File: config.mk
export PLATFORM = sky130hd
export DESIGN_NAME = pfq_ctrl
export DESIGN_NICKNAME = d
export VERILOG_FILES = /design/src/rtl/pfq_pkg.sv /design/src/rtl/pfq_fifo.sv /design/src/rtl/pfq_fetch.sv /design/src/rtl/pfq_ctrl.sv
export SDC_FILE = /design/constraint.sdc
export NUM_CORES = 1
export LEC_CHECK = 0
export BUFFER_PORTS_ARGS = -buffer_cell sky130_fd_sc_hd__buf_2
export CAP_MARGIN = 20
export CORE_MARGIN = 1
export CORE_UTILIZATION = 58
export CTS_CLUSTER_DIAMETER = 30
export DETAILED_ROUTE_END_ITERATION = 6
export PLACE_DENSITY = 0.8
export SLEW_MARGIN = 0
export SYNTH_ARGS = -nofsm -noshare
export SYNTH_HDL_FRONTEND = slang
export SYNTH_SLANG_ARGS = --single-unit
File: constraint.sdc
create_clock -name clk -period 5.06 [get_ports clk]
set_input_delay 0.506 -clock clk [delete_from_list [all_inputs] [get_ports clk]]
set_output_delay 0.506 -clock clk [all_outputs]
set_load 0.05 [all_outputs]
File: src/rtl/pfq_pkg.sv
package pfq_pkg;

   // Queue size implied by the bus width option.
   function automatic int q_depth(input bit bus16);
      return bus16 ? 6 : 4;
   endfunction

   // Free bytes required before another fetch may begin.
   function automatic int free_min(input bit bus16);
      return bus16 ? 2 : 1;
   endfunction

endpackage

File: src/rtl/pfq_fifo.sv
module pfq_fifo #(
   parameter int DEPTH = 6,
   parameter int CNT_W = 3
) (
   input  logic             clk,
   input  logic             rst_n,
   input  logic             flush,
   input  logic [1:0]       push_n,
   input  logic [7:0]       push_b0,
   input  logic [7:0]       push_b1,
   input  logic             pop,
   output logic [CNT_W-1:0] count,
   output logic [7:0]       head
);
   localparam int IDX_W = $clog2(DEPTH);

   logic [7:0]       mem [DEPTH];
   logic [IDX_W-1:0] wp_q, rp_q;
   logic [CNT_W-1:0] cnt_q;

   function automatic logic [IDX_W-1:0] step(input logic [IDX_W-1:0] i,
                                              input logic [1:0] inc);
      logic [IDX_W:0] s;
      s = {1'b0, i} + (IDX_W+1)'(inc);
      if (s >= (IDX_W+1)'(DEPTH)) s = s - (IDX_W+1)'(DEPTH);
      return s[IDX_W-1:0];
   endfunction

   always_ff @(posedge clk) begin
      if (!flush) begin
         if (push_n != 2'd0) mem[wp_q] <= push_b0;
         if (push_n == 2'd2) mem[step(wp_q, 2'd1)] <= push_b1;
      end
   end

   always_ff @(posedge clk) begin
      if (!rst_n || flush) begin
         wp_q  <= '0;
         rp_q  <= '0;
         cnt_q <= '0;
      end else begin
         wp_q  <= step(wp_q, push_n);
         rp_q  <= step(rp_q, {1'b0, pop});
         cnt_q <= cnt_q + CNT_W'(push_n) - CNT_W'(pop);
      end
   end

   assign count = cnt_q;
   assign head  = mem[rp_q];

endmodule

File: src/rtl/pfq_fetch.sv
module pfq_fetch #(
   parameter bit BUS16     = 1'b1,
   parameter int ADDR_W    = 20,
   parameter int FETCH_LAT = 4,
   parameter logic [ADDR_W-1:0] RST_ADDR = '0
) (
   input  logic              clk,
   input  logic              rst_n,
   input  logic              redir,
   input  logic [ADDR_W-1:0] redir_addr,
   input  logic              hold,
   input  logic              space_ok,
   input  logic [15:0]       rdata,
   output logic              bus_req,
   output logic [ADDR_W-1:0] bus_addr,
   output logic              bus_word,
   output logic [1:0]        push_n,
   output logic [7:0]        push_b0,
   output logic [7:0]        push_b1
);
   localparam int LW = $clog2(FETCH_LAT + 1);

   logic              busy_q, word_q, drop_q;
   logic [LW-1:0]     lat_q;
   logic [ADDR_W-1:0] ptr_q, addr_q;
   logic              done, start, word_new;
   logic [1:0]        n_new;

   // Byte count and lane mapping depend on the bus width option.
   generate
      if (BUS16) begin : g_bus16
         assign word_new = ~ptr_q[0];
         assign n_new    = ptr_q[0] ? 2'd1 : 2'd2;
         assign push_b0  = word_q ? rdata[7:0] : rdata[15:8];
         assign push_b1  = rdata[15:8];
      end else begin : g_bus8
         logic [7:0] unused_hi;
         assign unused_hi = rdata[15:8];
         assign word_new  = 1'b0;
         assign n_new     = 2'd1;
         assign push_b0   = rdata[7:0];
         assign push_b1   = 8'h00;
      end
   endgenerate

   assign done  = busy_q && (lat_q == LW'(FETCH_LAT - 1));
   assign start = (!busy_q || done) && !redir && !hold && space_ok;

   always_ff @(posedge clk) begin
      if (!rst_n) begin
         busy_q <= 1'b0;
         lat_q  <= '0;
         word_q <= 1'b0;
         drop_q <= 1'b0;
         addr_q <= '0;
         ptr_q  <= RST_ADDR;
      end else begin
         if (start) begin
            busy_q <= 1'b1;
            lat_q  <= '0;
            addr_q <= ptr_q;
            word_q <= word_new;
            drop_q <= 1'b0;
            ptr_q  <= ptr_q + ADDR_W'(n_new);
         end else if (done) begin
            busy_q <= 1'b0;
            lat_q  <= '0;
            drop_q <= 1'b0;
         end else if (busy_q) begin
            lat_q <= lat_q + LW'(1);
            if (redir) drop_q <= 1'b1;
         end
         if (redir) ptr_q <= redir_addr;
      end
   end

   assign bus_req  = busy_q;
   assign bus_addr = addr_q;
   assign bus_word = word_q;
   assign push_n   = (done && !drop_q && !redir) ? (word_q ? 2'd2 : 2'd1) : 2'd0;

endmodule

File: src/rtl/pfq_ctrl.sv
module pfq_ctrl #(
   parameter bit BUS16     = 1'b1,
   parameter int ADDR_W    = 20,
   parameter int FETCH_LAT = 4,
   parameter logic [ADDR_W-1:0] RST_ADDR = '0
) (
   input  logic              clk,
   input  logic              rst_n,
   input  logic              redir_valid,
   input  logic [ADDR_W-1:0] redir_addr,
   input  logic              eu_data_busy,
   output logic              bus_req,
   output logic [ADDR_W-1:0] bus_addr,
   output logic              bus_word,
   input  logic [15:0]       bus_rdata,
   output logic              out_valid,
   input  logic              out_ready,
   output logic [7:0]        out_data
);
   localparam int Q_DEPTH  = pfq_pkg::q_depth(BUS16);
   localparam int FREE_MIN = pfq_pkg::free_min(BUS16);
   localparam int CNT_W    = $clog2(Q_DEPTH + 1);

   generate
      if (FETCH_LAT < 1) begin : g_bad_lat
         $error("pfq_ctrl: FETCH_LAT must be at least 1");
      end
      if (ADDR_W < 2) begin : g_bad_addr
         $error("pfq_ctrl: ADDR_W must be at least 2");
      end
   endgenerate

   logic [CNT_W-1:0] q_count;
   logic [CNT_W:0]   cnt_after;
   logic [1:0]       push_n;
   logic [7:0]       push_b0, push_b1;
   logic             pop, space_ok;

   assign out_valid = (q_count != '0);
   assign pop       = out_valid && out_ready && !redir_valid;
   assign cnt_after = {1'b0, q_count} + (CNT_W+1)'(push_n) - (CNT_W+1)'(pop);
   assign space_ok  = (Q_DEPTH - int'(cnt_after)) >= FREE_MIN;

   pfq_fetch #(
      .BUS16(BUS16), .ADDR_W(ADDR_W), .FETCH_LAT(FETCH_LAT), .RST_ADDR(RST_ADDR)
   ) u_fetch (
      .clk(clk), .rst_n(rst_n),
      .redir(redir_valid), .redir_addr(redir_addr),
      .hold(eu_data_busy), .space_ok(space_ok), .rdata(bus_rdata),
      .bus_req(bus_req), .bus_addr(bus_addr), .bus_word(bus_word),
      .push_n(push_n), .push_b0(push_b0), .push_b1(push_b1)
   );

   pfq_fifo #(.DEPTH(Q_DEPTH), .CNT_W(CNT_W)) u_fifo (
      .clk(clk), .rst_n(rst_n), .flush(redir_valid),
      .push_n(push_n), .push_b0(push_b0), .push_b1(push_b1),
      .pop(pop), .count(q_count), .head(out_data)
   );

endmodule

==> qor.yml <==
route:
  final_antenna_net_count: 0
  met2WireLength_um: 6110
  top_layer: "met4"
  dr.pass1.iters: 7
  wl_met1_um: 5300
  drcViolationCount: 3
  wl_per_cell_um: 17.6
  drt_iter0_drc: 207
  routed_wl_um: 12100
  wl_met3_um: 500
  vias_per_cell: 6.13
  vias: 4224
logic_synthesis:
  synth_compound_area_share_pct: 10.7
  synthTopCellsByCount: "dfxtp_1, nor2_1, mux2_2, edfxtp_1, mux2i_1"
  synth_adder_area_share_pct: 4.59
  async_reset_ff_share_pct: 0
  synth_xor_area_share_pct: 0.636
  synth_cells: 515
  avgSynthCellArea_um2: 10.7
  synth_seq_cells: 103
  synth_top_area_share_pct: 26.2
  yosys.area_share.simple_pct: 14.4
  synth.distinct_cells: 54
  synth_area_leaders: "edfxtp_1, dfxtp_1, mux2_2"
  yosysWarnings: 0
  ys.flop_type: "dfxtp_1"
  yosys.area.top_type: "edfxtp_1"
  synth_top_family_by_area: "multiplexers"
  synth-edff-count: 48
  synth_seq_area_share_pct: 46.2
  yosysMostFrequentCell: "dfxtp_1"
  synth_fp_nets: 575
  syn_area_um2: 5510
  synth_mux_area_share_pct: 19.5
setup_path:
  startpoint_type: "flip-flop"
  timing_worst_setup_path_type: "reg2reg"
  crit_path_max_incr_delay_ns: 0.79
  worstPathArrival_ns: 4.62
  required_ns: 5.32
  path_cells: "ha_1, ha_1, nand2_1, nor3_1, nand2_1, ha_1, inv_1, fa_1, ha_1, nor2b_1, a311oi_2, and4_1, a41oi_1, a311o_1"
  cp-end-kind: "flip-flop"
  crit_fanout: 24
  cpMostUsedCell: "ha_1"
  crit_path_top_delay_cell: "and4_1"
sta:
  setup_viol: 0
  max_freq_mhz: 230
  slew_violations: 0
  tightest_slew_ns: 1.08
  setup_tns_ns: 0
  relSlewSlack_pct: 27.7
  period_share_pct: 86.1
  final.setup_skew_ns: 0.0118
  rsz0062_at_grt: "false"
  hold_violations: 0
  period_needed_ns: 4.35
power_and_ir_drop:
  power_frac_seq_pct: 57.5
  leakagePower_nw: 2.44
  power_frac_comb_pct: 11.6
  pwr-share-clk_pct: 30.9
  power.internal_w: 0.00116
  powerDensity_nw_per_um2: 259
  switchingPower_w: 0.000423
  power_switching_share_pct: 26.8
  ir_drop_uv: 159
die:
  start_util_pct: 59.9
  rows: 35
  die_w_um: 99.4
  coreArea_um2: 9200
  dieArea_um2: 9890
  io_pins: 72
  die_h_um: 99.4
global_route:
  track_usage_pct: 25.5
  grt_pass1_wl_um: 19700
  first_global_vias: 4067
  grt_start_max_net_pins: 30
  antenna_found_initial: 0
  overflow: 0
clock_tree:
  cts_inserted_buffers: 9
  clk_pin_slew_ns: 0.11
  htreeDepth: 3
  hold_buffers: 0
  cts_tree: "done"
  post_cts_buffers: 0
  cts-root-buf: "clkbuf_8"
  cts_max_path_buffers: 2
  clk_latency_ns: 0.37
  cts_sinks: 103
  post_cts_resized: 0
final_layout:
  layout.nets: 633
  syn_to_final_growth_pct: 10.9
  antenna_cells: 0
  drive_gt1_share_pct: 28.0
  fin_cells: 689
place:
  portBuffers: 71
  hpwlAfterDp_um: 8590
  gp_congestion: 0.870
  dp_cells: 673
min_path:
  worstHoldPathType: "in2reg"
run:
  max_cap_violations: 0
outcome:
  outcome: "complete, but fails checks"
  violations: "DRC"
==> cell type report <==
| class | instances | area (um^2) |
|---|---|---|
| clock buffer | 10 | 128 |
| multi-input combinational | 356 | 2740 |
| inverter | 25 | 93.8 |
| timing repair buffer | 78 | 408 |
| sequential | 103 | 2540 |
| clock inverter | 6 | 51.3 |
| tap | 111 | 139 |
| fill | 718 | 3090 |
==> cells by family (layout without fill, tap and decap cells) <==
logic type      Yosys count  count (layout)
xor+xnor                  4               4
compound gates           84              84
mux                      91              91
simple gates            158             158
buf+inv                  56             119
flops                   103             103
fa+ha+maj                19              19
==> critical path: cells and delay by family (launching register included) <==
kind	cells	cell delay (ns)
buffers and inverters	1	0.07
DFF	1	0.38
and+or+nand+nor	5	1.45
adders and majority gates	5	1.49
AOI/OAI and AO/OA	3	0.85
==> final timing paths <==
check / startpoint / endpoint / slack (ns) / cells after the start
min: redir_addr[8] / u_fetch.ptr_q[8] / 0.38 / 3
min reg2reg: u_fetch.lat_q[1] / u_fetch.lat_q[1] / 0.48 / 2
max: u_fetch.lat_q[0] / u_fetch.ptr_q[15] / 0.71 / 14
max reg2reg: u_fetch.lat_q[0] / u_fetch.ptr_q[15] / 0.71 / 14
==> metrics by stage <==
| stage | hold slack, ns | power [W] | worst slack [ns] | instance area [um^2] | utilization, % |
|---|---|---|---|---|---|
| floorplan | 0.450 | 0.00105 | 1.18 | 5510 | - |
| global placement | 0.459 | 0.00110 | 0.944 | 5930 | 64.4 |
| detailed placement | 0.467 | 0.00111 | 0.742 | 5930 | 64.4 |
| CTS | 0.378 | 0.00158 | 0.716 | 6110 | 66.4 |
| global route | 0.394 | 0.00164 | 0.406 | 6110 | 66.4 |
| finish | 0.381 | 0.00158 | 0.705 | 6110 | 66.4 |
==> routing by layer <==
| metal | vias to the layer above | GRT usage, % |
|---|---|---|
| met2 | 112 | 42.6 |
| met5 | - | 0 |
| met4 | 0 | 8.26 |
| met1 | 2061 | 33.7 |
| li1 | 2032 | - |
| met3 | 19 | 4.50 |
==> registers in the layout, indices dropped and copies added (netlist names) <==
register / flops
u_fetch.bus_req: 1
u_fetch.ptr_q: 20
u_fetch.bus_word: 1
u_fifo.rp_q: 3
u_fifo.mem: 48
u_fetch.lat_q: 3
u_fifo.count: 3
u_fetch.bus_addr: 20
u_fetch.drop_q: 1
u_fifo.wp_q: 3
==> power by group through the flow <==
| stage | registers (W) | logic [W] | clock network (W) |
|---|---|---|---|
| final | 0.000909 | 0.000184 | 0.000488 |
| after global routing | 0.000912 | 0.000199 | 0.000529 |
| after CTS | 0.000909 | 0.000184 | 0.000491 |
| after detailed placement | 0.000927 | 0.000183 | 0 |
| after global placement | 0.000926 | 0.000175 | 0 |
| after floorplan | 0.000941 | 0.000111 | 0 |
==> layout by cell type, fill, tap and decap left out, types with 5 or more instances in the layout <==
cell type,count
a21oi_1,24
a31oi_1,10
and3_1,12
buf_2,71
buf_4,7
clkbuf_8,9
dfxtp_1,55
edfxtp_1,48
ha_1,17
inv_1,25
mux2_2,50
mux2i_1,33
mux4_2,8
nand2_1,29
nand3_1,14
nand3b_1,6
nand4_1,9
nor2_1,51
nor3_1,6
o21ai_0,8
o21ai_2,6
or3_1,5
Power figures use the tool's default switching activity.
